<file path="config.mk">
export PLATFORM = sky130hd
export DESIGN_NAME = pulse_interval_timer
export DESIGN_NICKNAME = d
export VERILOG_FILES = /design/src/rtl/pit_pkg.sv /design/src/rtl/pit_edge_detect.sv /design/src/rtl/pit_capture_counter.sv /design/src/rtl/pit_ctrl_regs.sv /design/src/rtl/pulse_interval_timer.sv
export SDC_FILE = /design/constraint.sdc
export NUM_CORES = 1
export LEC_CHECK = 0
export BUFFER_PORTS_ARGS = -buffer_cell sky130_fd_sc_hd__buf_2
export CAP_MARGIN = 5
export CORE_MARGIN = 2
export CORE_UTILIZATION = 55
export CTS_CLUSTER_SIZE = 16
export DETAILED_ROUTE_END_ITERATION = 16
export GPL_ROUTABILITY_DRIVEN = 0
export PLACE_DENSITY = 0.78
export SYNTH_ARGS = -nofsm -noshare
export SYNTH_HDL_FRONTEND = slang
export SYNTH_SLANG_ARGS = --single-unit
</file>
<file path="constraint.sdc">
create_clock -name clk -period 5.55 [get_ports clk]
set_input_delay 1.11 -clock clk [delete_from_list [all_inputs] [get_ports clk]]
set_output_delay 1.11 -clock clk [all_outputs]
set_load 0.01 [all_outputs]
</file>
<file path="src/rtl/pit_pkg.sv">
package pit_pkg;
  localparam int PIT_AW = 3;

  localparam logic [PIT_AW-1:0] A_COUNT = 3'd0;
  localparam logic [PIT_AW-1:0] A_CAPT  = 3'd1;
  localparam logic [PIT_AW-1:0] A_STAT  = 3'd2;
  localparam logic [PIT_AW-1:0] A_MODE  = 3'd3;
  localparam logic [PIT_AW-1:0] A_TRIG  = 3'd4;
  localparam logic [PIT_AW-1:0] A_EN    = 3'd5;

  localparam int TRIG_START = 0;
  localparam int TRIG_STOP  = 1;
  localparam int SIRQ_BIT   = 2;
  localparam int AUX_LSB    = 4;
  localparam int AUX_W      = 4;

  typedef enum logic [1:0] {
    EDGE_FALL = 2'b00,
    EDGE_RISE = 2'b01,
    EDGE_BOTH = 2'b10,
    EDGE_RSVD = 2'b11
  } edge_sel_e;
endpackage

</file>
<file path="src/rtl/pit_edge_detect.sv">
module pit_edge_detect
  import pit_pkg::*;
#(
  parameter int SYNC_STAGES = 2
) (
  input  logic      clk,
  input  logic      clr,
  input  logic      tick,
  input  logic      pin_in,
  input  edge_sel_e edge_sel,
  output logic      edge_hit
);
  logic [SYNC_STAGES-1:0] sync_q;
  logic                   prev_q;
  logic                   cur;
  logic                   rise;
  logic                   fall;

  assign cur = sync_q[SYNC_STAGES-1];

  generate
    if (SYNC_STAGES > 1) begin : g_chain
      always_ff @(posedge clk) begin
        if (clr) sync_q <= '0;
        else     sync_q <= {sync_q[SYNC_STAGES-2:0], pin_in};
      end
    end else begin : g_single
      always_ff @(posedge clk) begin
        if (clr) sync_q <= '0;
        else     sync_q <= pin_in;
      end
    end
  endgenerate

  // last level seen on a count-clock cycle
  always_ff @(posedge clk) begin
    if (clr)       prev_q <= 1'b0;
    else if (tick) prev_q <= cur;
  end

  assign rise = cur & ~prev_q;
  assign fall = ~cur & prev_q;

  always_comb begin
    unique case (edge_sel)
      EDGE_RISE: edge_hit = tick & rise;
      EDGE_BOTH: edge_hit = tick & (rise | fall);
      default:   edge_hit = tick & fall;
    endcase
  end
endmodule

</file>
<file path="src/rtl/pit_capture_counter.sv">
module pit_capture_counter #(
  parameter int CNT_W = 16
) (
  input  logic             clk,
  input  logic             clr,
  input  logic             tick,
  input  logic             run,
  input  logic             edge_hit,
  input  logic             start_evt,
  input  logic             stop_evt,
  input  logic             start_irq_en,
  output logic [CNT_W-1:0] count_q,
  output logic [CNT_W-1:0] capt_q,
  output logic             ovf_q,
  output logic             pend_q,
  output logic             irq_q
);
  localparam logic [CNT_W-1:0] CNT_MAX = '1;

  logic wrap_seen_q;

  always_ff @(posedge clk) begin
    if (clr) begin
      count_q     <= '0;
      capt_q      <= '0;
      ovf_q       <= 1'b0;
      pend_q      <= 1'b0;
      wrap_seen_q <= 1'b0;
      irq_q       <= 1'b0;
    end else begin
      irq_q <= 1'b0;
      if (run && tick) begin
        if (pend_q) begin
          count_q     <= '0;
          wrap_seen_q <= 1'b0;
          pend_q      <= 1'b0;
          irq_q       <= start_irq_en;
        end else if (edge_hit) begin
          capt_q      <= count_q;
          ovf_q       <= wrap_seen_q;
          count_q     <= '0;
          wrap_seen_q <= 1'b0;
          irq_q       <= 1'b1;
        end else begin
          count_q <= count_q + 1'b1;
          if (count_q == CNT_MAX) wrap_seen_q <= 1'b1;
        end
      end
      if (start_evt) pend_q <= 1'b1;
      if (stop_evt)  pend_q <= 1'b0;
    end
  end
endmodule

</file>
<file path="src/rtl/pit_ctrl_regs.sv">
module pit_ctrl_regs
  import pit_pkg::*;
#(
  parameter int CNT_W = 16
) (
  input  logic              clk,
  input  logic              rst,
  input  logic              clr,
  input  logic              wr_en,
  input  logic [PIT_AW-1:0] wr_addr,
  input  logic [CNT_W-1:0]  wr_data,
  input  logic [PIT_AW-1:0] rd_addr,
  input  logic [CNT_W-1:0]  count,
  input  logic [CNT_W-1:0]  capt,
  input  logic              ovf,
  output logic [CNT_W-1:0]  rd_data,
  output logic              run_q,
  output logic              start_evt,
  output logic              stop_evt,
  output edge_sel_e         edge_sel,
  output logic              start_irq_en,
  output logic [AUX_W-1:0]  aux_q
);
  logic             wr_ok;
  logic [CNT_W-1:0] mode_word;
  logic [CNT_W-1:0] rd_next;
  logic             unused_hi;

  assign wr_ok     = wr_en & ~clr;
  assign start_evt = wr_ok && (wr_addr == A_TRIG) && wr_data[TRIG_START] && !wr_data[TRIG_STOP];
  assign stop_evt  = wr_ok && (wr_addr == A_TRIG) && wr_data[TRIG_STOP];
  assign unused_hi = ^wr_data[CNT_W-1:AUX_LSB+AUX_W] ^ wr_data[3];

  always_ff @(posedge clk) begin
    if (clr) begin
      run_q        <= 1'b0;
      edge_sel     <= EDGE_FALL;
      start_irq_en <= 1'b0;
      aux_q        <= '0;
    end else begin
      if (stop_evt)       run_q <= 1'b0;
      else if (start_evt) run_q <= 1'b1;
      if (wr_ok && wr_addr == A_MODE) begin
        edge_sel <= edge_sel_e'(wr_data[1:0]);
        if (!run_q) begin
          start_irq_en <= wr_data[SIRQ_BIT];
          aux_q        <= wr_data[AUX_LSB +: AUX_W];
        end
      end
    end
  end

  always_comb begin
    mode_word                    = '0;
    mode_word[1:0]               = edge_sel;
    mode_word[SIRQ_BIT]          = start_irq_en;
    mode_word[AUX_LSB +: AUX_W]  = aux_q;
  end

  always_comb begin
    unique case (rd_addr)
      A_COUNT: rd_next = count;
      A_CAPT:  rd_next = capt;
      A_STAT:  rd_next = {{(CNT_W-1){1'b0}}, ovf};
      A_MODE:  rd_next = mode_word;
      A_EN:    rd_next = {{(CNT_W-1){1'b0}}, run_q};
      default: rd_next = '0;
    endcase
  end

  always_ff @(posedge clk) begin
    if (rst) rd_data <= '0;
    else     rd_data <= rd_next;
  end
endmodule

</file>
<file path="src/rtl/pulse_interval_timer.sv">
module pulse_interval_timer
  import pit_pkg::*;
#(
  parameter int CNT_W       = 16,
  parameter int SYNC_STAGES = 2
) (
  input  logic              clk,
  input  logic              rst,
  input  logic              unit_en,
  input  logic              tick,
  input  logic              pin_in,
  input  logic              wr_en,
  input  logic [PIT_AW-1:0] wr_addr,
  input  logic [CNT_W-1:0]  wr_data,
  input  logic [PIT_AW-1:0] rd_addr,
  output logic [CNT_W-1:0]  rd_data,
  output logic              irq
);
  logic             clr;
  logic             run;
  logic             start_evt;
  logic             stop_evt;
  edge_sel_e        edge_sel;
  logic             start_irq_en;
  logic [AUX_W-1:0] aux;
  logic             edge_hit;
  logic [CNT_W-1:0] count;
  logic [CNT_W-1:0] capt;
  logic             ovf;
  logic             pend;

  assign clr = rst | ~unit_en;

  pit_ctrl_regs #(.CNT_W(CNT_W)) u_regs (
    .clk          (clk),
    .rst          (rst),
    .clr          (clr),
    .wr_en        (wr_en),
    .wr_addr      (wr_addr),
    .wr_data      (wr_data),
    .rd_addr      (rd_addr),
    .count        (count),
    .capt         (capt),
    .ovf          (ovf),
    .rd_data      (rd_data),
    .run_q        (run),
    .start_evt    (start_evt),
    .stop_evt     (stop_evt),
    .edge_sel     (edge_sel),
    .start_irq_en (start_irq_en),
    .aux_q        (aux)
  );

  pit_edge_detect #(.SYNC_STAGES(SYNC_STAGES)) u_edge (
    .clk      (clk),
    .clr      (clr),
    .tick     (tick),
    .pin_in   (pin_in),
    .edge_sel (edge_sel),
    .edge_hit (edge_hit)
  );

  pit_capture_counter #(.CNT_W(CNT_W)) u_cnt (
    .clk          (clk),
    .clr          (clr),
    .tick         (tick),
    .run          (run),
    .edge_hit     (edge_hit),
    .start_evt    (start_evt),
    .stop_evt     (stop_evt),
    .start_irq_en (start_irq_en),
    .count_q      (count),
    .capt_q       (capt),
    .ovf_q        (ovf),
    .pend_q       (pend),
    .irq_q        (irq)
  );
endmodule

</file>
# [After elaboration in Yosys (flattened, before gate mapping)]
# Index checks and enable logic that the tools add are counted.
# W data, S select, Z words.
[op_classes] add_sub_neg=1 multipliers=0 n_div=0 order_cmp=0 eq_ne=9 shift=0 muxes=11 bitwise_logic=15 reduce_logical=15
[op_table] cell="$pmux W16 S5" n=1
[op_table] cell="$mux W16" n=2
[op_table] cell="$add A16 B1 Y16 const B" n=1
[op_table] cell="$eq A16 B16 Y1 const B" n=1
[op_table] cell="$eq A3 B2 Y1 const B" n=3
[op_table] cell="$mux W1" n=7
[op_table] cell="$not A1 Y1" n=7
[op_table] cell="$and A1 B1 Y1" n=6
[op_table] cell="$eq A3 B3 Y1 const B" n=2
[op_table] cell="$logic_and A1 B1 Y1" n=6
[op_table] cell="$reduce_and A2 Y1" n=2
[op_table] cell="$reduce_or A2 Y1" n=2
[op_table] cell="$eq A3 B1 Y1 const B" n=1
[op_table] cell="$logic_not A3 Y1" n=1
[op_table] cell="$reduce_and A3 Y1" n=1
[op_table] cell="$reduce_bool A3 Y1" n=1
[op_table] cell="$eq A2 B1 Y1 const B" n=1
[op_table] cell="$eq A2 B2 Y1 const B" n=1
[op_table] cell="$or A1 B1 Y1" n=2
[op_table] cell="$pmux W1 S2" n=1
[op_table] cell="$reduce_bool A2 Y1" n=1
[op_table] cell="$logic_not A1 Y1" n=1
[totals] regBits=63 latch_bits=0 mem_bits_rw=0 romBits=0 inputBits=28 output_inout_bits=17 word_cells=64 mem_count=0

# [Longest topological paths before layout]
[logic_depth] ltp_word=8 ltp_mapped=8 mapped_depth_nobuf=6

# [Cells and area by module]
# A second synthesis with hierarchy kept.
[unflattened] hier_cells=291 hier_area_um2=2676.3
[by_module_without_submodules] mod="pit_capture_counter" instances=1 cells_each=164 area_per_inst_um2=1433.9 seq_area_each_um2=720.7
[by_module_without_submodules] mod="pit_ctrl_regs" instances=1 cells_each=107 area_per_inst_um2=1056.0 seq_area_each_um2=480.5
[by_module_without_submodules] mod="pit_edge_detect" instances=1 cells_each=19 area_per_inst_um2=180.2 seq_area_each_um2=60.1
[by_module_without_submodules] mod="pulse_interval_timer" instances=1 cells_each=1 area_per_inst_um2=6.3 seq_area_each_um2=0.0

# [Least setup slack after synthesis]
# Ideal clock, no wire load.
[synth_timing] kind="input-to-reg" start="input tick" end="register u_cnt.count_q[13]" arrival_time_ps=2321 required_time_ps=5480 slack_ps=3159 path_stages=5 cell_sequence="buf_6 nand3_1 or4_4 or4_1 a21oi_1"
[synth_via] elab_chain_len=4
[synth_rtl] element="start: declaration" line_no="pulse_interval_timer.sv:10" rtl="input logic tick,"
[synth_rtl] element="$and A1 B1 Y1 (on tied branches)" line_no="pit_edge_detect.sv:48, pit_edge_detect.sv:46, pit_edge_detect.sv:47"
[synth_rtl] element="$pmux W1 S2" line_no="pit_edge_detect.sv:45" rtl="unique case (edge_sel)"
[synth_rtl] element="$mux W16" line_no="pit_capture_counter.sv:38" rtl="end else if (edge_hit) begin"
[synth_rtl] element="$mux W16" line_no="pit_capture_counter.sv:33" rtl="if (pend_q) begin"
[synth_rtl] element="end signal: assignment" line_no="pit_capture_counter.sv:45" rtl="count_q <= count_q + 1'b1;"
[synth_rtl] element="end: declaration" line_no="pit_capture_counter.sv:12" rtl="output logic [CNT_W-1:0] count_q,"
# Parallel ways exist; a longest one is shown, timed or not.
# A chain may end at the register's enable or synchronous reset.

# [Worst setup path in the final report]
[layout_timing] start="input tick" end="register u_cnt.count_q[15]"
# Same word-level chain as after synthesis.

==> impl_metrics.csv <==
group,metric,value,unit
outcome,status,"complete, no violations",
route,drt_iter0_drc,127,
clock_tree,cts_tree,"built",
logic_synthesis,ys.flop_type,"dfxtp_1",
floorplanning,core,4690,um^2
place,place.detailed.hpwl,3.52,mm
global_route,first_global_vias,1959,
route,vias,2119,
clock_tree,clk_latency,0.34,ns
sta,fin_crit,2.30,ns
logic_synthesis,synth-edff-count,0,
floorplanning,dieArea,5430,um^2
route,wirelength,5.29,mm
route,drc,0,
sta,min_period_over_period,41.5,%
sta,setup_violations,0,
route,wl_per_cell,13.8,um
sta,worstMarginPinSlew,0.749,ns
power,total_power,0.000930,W
power,p_per_area,304,nW/um^2
logic_synthesis,synth.avg_cell_area,9.06,um^2
global_route,grt_pass1_wl,8.94,mm
global_route,grt_max_degree,37,
final_layout,syn2layout_area_growth,14.7,%
power,leakage,1.13,nW
logic_synthesis,synth_top_area_share,47.2,%
critical_path,start_kind,"input pin",
sta,hold_viol,0,
logic_synthesis,ys_ff_latch,63,
route,via_per_inst,5.53,
final_layout,seq_area,1260,um^2
hold_path,min-delay-start,"u_edge.sync_q[0]$_SDFF_PP0_",
final_layout,layout-drive-gt1-share,20.1,%
hold_path,holdPathStages,1,
floorplanning,fp.dieH,73.7,um
logic_synthesis,yosys-top-cells-area,"dfxtp_1 47%, mux2i_1 5.6%, nor2_1 5.2%, nand2_1 4.1%, nand3_1 3.9%",
power,peakVddDrop,0.000140,V
logic_synthesis,ys_seq_area_share,47.2,%
sta,rsz0062_at_grt,"no",
clock_tree,cts_buffers,9,
clock_tree,htree_levels,3,
place,port-buffer-count,35,
clock_tree,post_cts_resized,0,
job,maxCapViolCount,0,
final_layout,diodes,0,
clock_tree,post_cts_buffers,0,
hold_path,whs_endpoint,"u_edge.sync_q[1]$_SDFF_PP0_",
sta,slew_violations,0,
logic_synthesis,syn_area,2670,um^2
floorplanning,die_width,73.7,um
hold_path,holdCritPathClass,"register to register",
floorplanning,io_pins,45,
route,dr.pass1.iters,4,
critical_path,r2r-start,"u_cnt.count_q[0]$_SDFFE_PP0N_",
final_layout,fillCellCount,377,
sta,maxSlewHeadroom,49.7,%
clock_tree,cts_buffer_depth,2,
critical_path,cp-end-kind,"register",
logic_synthesis,synth_fp_nets,328,
global_route,grt_remaining_overflow,0,
critical_path,worstSetupPathType,"input pin to register",
logic_synthesis,synth_cells,295,
sta,max_freq,434,MHz
floorplanning,initial_core_util,56.9,%
clock_tree,cts_hold_buf,0,
critical_path,worstReg2RegEnd,"u_cnt.wrap_seen_q$_SDFFE_PP0P_",
final_layout,nNetsFinal,357,
logic_synthesis,synthDistinctLibCells,40,
critical_path,worstPathMaxFanout,9,
route,final_antenna_net_count,0,
sta,fin_skew,0.0113,ns
global_route,grt_usage,21.6,%
critical_path,r2r_cells,5,
sta,tns,0,ns
logic_synthesis,synth_warnings,0,
critical_path,crit_required,5.82,ns
global_route,antenna_found_initial,0,
critical_path,crit_arrival,2.57,ns
logic_synthesis,synth_area_leader_cell,"dfxtp_1",
logic_synthesis,synthArstFlopShare,0,%
clock_tree,clk_transition_reported_paths,0.07,ns
floorplanning,rows,25,
clock_tree,clock-root-buffer,"clkbuf_8",
final_layout,multi_input_area,1290,um^2
critical_path,rrSetupSlack,3.57,ns
clock_tree,cts.sinks,63,
[routing by layer]
layer | vias up | wire (um) | global-route usage (%) | share of wire, %
met4 | 0 | 159 | 12.5 | 3.0
li1 | 1086 | - | - | -
met3 | 14 | 214 | 4.12 | 4.0
met2 | 50 | 2570 | 34.7 | 48
met5 | - | 0 | 0 | 0
met1 | 969 | 2350 | 26.8 | 44
[layout make-up]
class	count	area share (%)
Clock buffer	13	5.19
Tap cell	54	2.21
Sequential cell	63	41.2
Clock inverter	3	2.12
Multi-Input combinational cell	205	42.1
Timing Repair Buffer	37	6.21
Inverter	8	0.980
[synth_stat cells, types with 3 or more instances]
master,instances
a22oi_1,7
inv_1,8
o31ai_1,4
nand3_1,21
mux2i_1,15
or4_1,3
nor4_1,4
a21oi_1,9
xor2_1,5
ha_1,5
nand2_1,29
nand4_1,5
nor2_1,37
mux2_2,6
clkbuf_1,13
nand2b_1,3
dfxtp_1,63
nor3_1,4
o21ai_0,18
nor2b_1,4
xnor2_1,7
[power breakdown]
group,internal [W],leakage [nW],total [W],switching [W]
Sequential,0.000453,0.507,0.000453,0.000000438
Clock,0.000277,0.114,0.000446,0.000169
Combinational,0.0000110,0.504,0.0000303,0.0000193
Total,0.000741,1.13,0.000930,0.000189
[layout by cell type (no fill, tap or decap), types with 6 or more instances in the layout]
| cell | n |
|---|---|
| dfxtp_1 | 63 |
| nor2_1 | 37 |
| buf_2 | 35 |
| nand2_1 | 29 |
| nand3_1 | 21 |
| o21ai_0 | 18 |
| mux2i_1 | 15 |
| clkbuf_8 | 11 |
| a21oi_1 | 9 |
| inv_1 | 8 |
| a22oi_1 | 7 |
| xnor2_1 | 7 |
| mux2_2 | 6 |
[cell families (layout without fill, tap and decap cells)]
kind of cell / after synthesis / count (layout) / share of synthesized area [%]
AO/OA/AOI/OAI: 42 / 42 / 9.46
XOR/XNOR: 12 / 12 / 3.93
adder cells (fa/ha/maj): 5 / 5 / 2.34
buffers and inverters: 27 / 61 / 4.82
flip-flops: 63 / 63 / 47.2
multiplexers: 22 / 22 / 8.99
AND/OR/NAND/NOR: 124 / 124 / 23.2
[sequential cells by signal, indices dropped and copies added (netlist names)]
register and count:
u_cnt.wrap_seen_q 1, u_regs.edge_sel 2, u_edge.sync_q 2, u_cnt.irq_q 1, u_regs.start_irq_en 1, u_edge.prev_q 1
u_regs.run_q 1, u_cnt.count_q 16, u_regs.rd_data 16, u_cnt.capt_q 16, u_cnt.ovf_q 1, u_cnt.pend_q 1
u_regs.aux_q 4
[how the worst max path moves through the flow]
| stage | depth (start not counted) | start | end |
|---|---|---|---|
| floorplan | 5 | tick | u_cnt.count_q[13]$_SDFFE_PP0N_ |
| global route | 5 | tick | u_cnt.count_q[13]$_SDFFE_PP0N_ |
| detailed placement | 5 | tick | u_cnt.count_q[15]$_SDFFE_PP0N_ |
| global placement | 5 | tick | u_cnt.wrap_seen_q$_SDFFE_PP0P_ |
| finish | 5 | tick | u_cnt.count_q[15]$_SDFFE_PP0N_ |
| CTS | 5 | tick | u_cnt.wrap_seen_q$_SDFFE_PP0P_ |
[stage by stage]
step                utilization [%]  area [um^2]  std cells  setup slack [ns]  hold WS, ns
floorplan                         -         2670        295              3.16        0.406
global placement               60.5         2840        367              2.95        0.411
detailed placement             60.5         2840        367              2.93        0.424
CTS                            65.3         3060        383              3.27        0.440
global route                   65.3         3060        383              3.17        0.447
finish                         65.3         3060        383              3.25        0.435
[worst max-delay path, cell delays in order]
cell     delay, ns
buf_2         0.18
nand3_1       0.20
or4_4         0.51
or4_1         0.42
a21oi_1       0.15
Note: power is estimated with default switching activity, not from simulation.
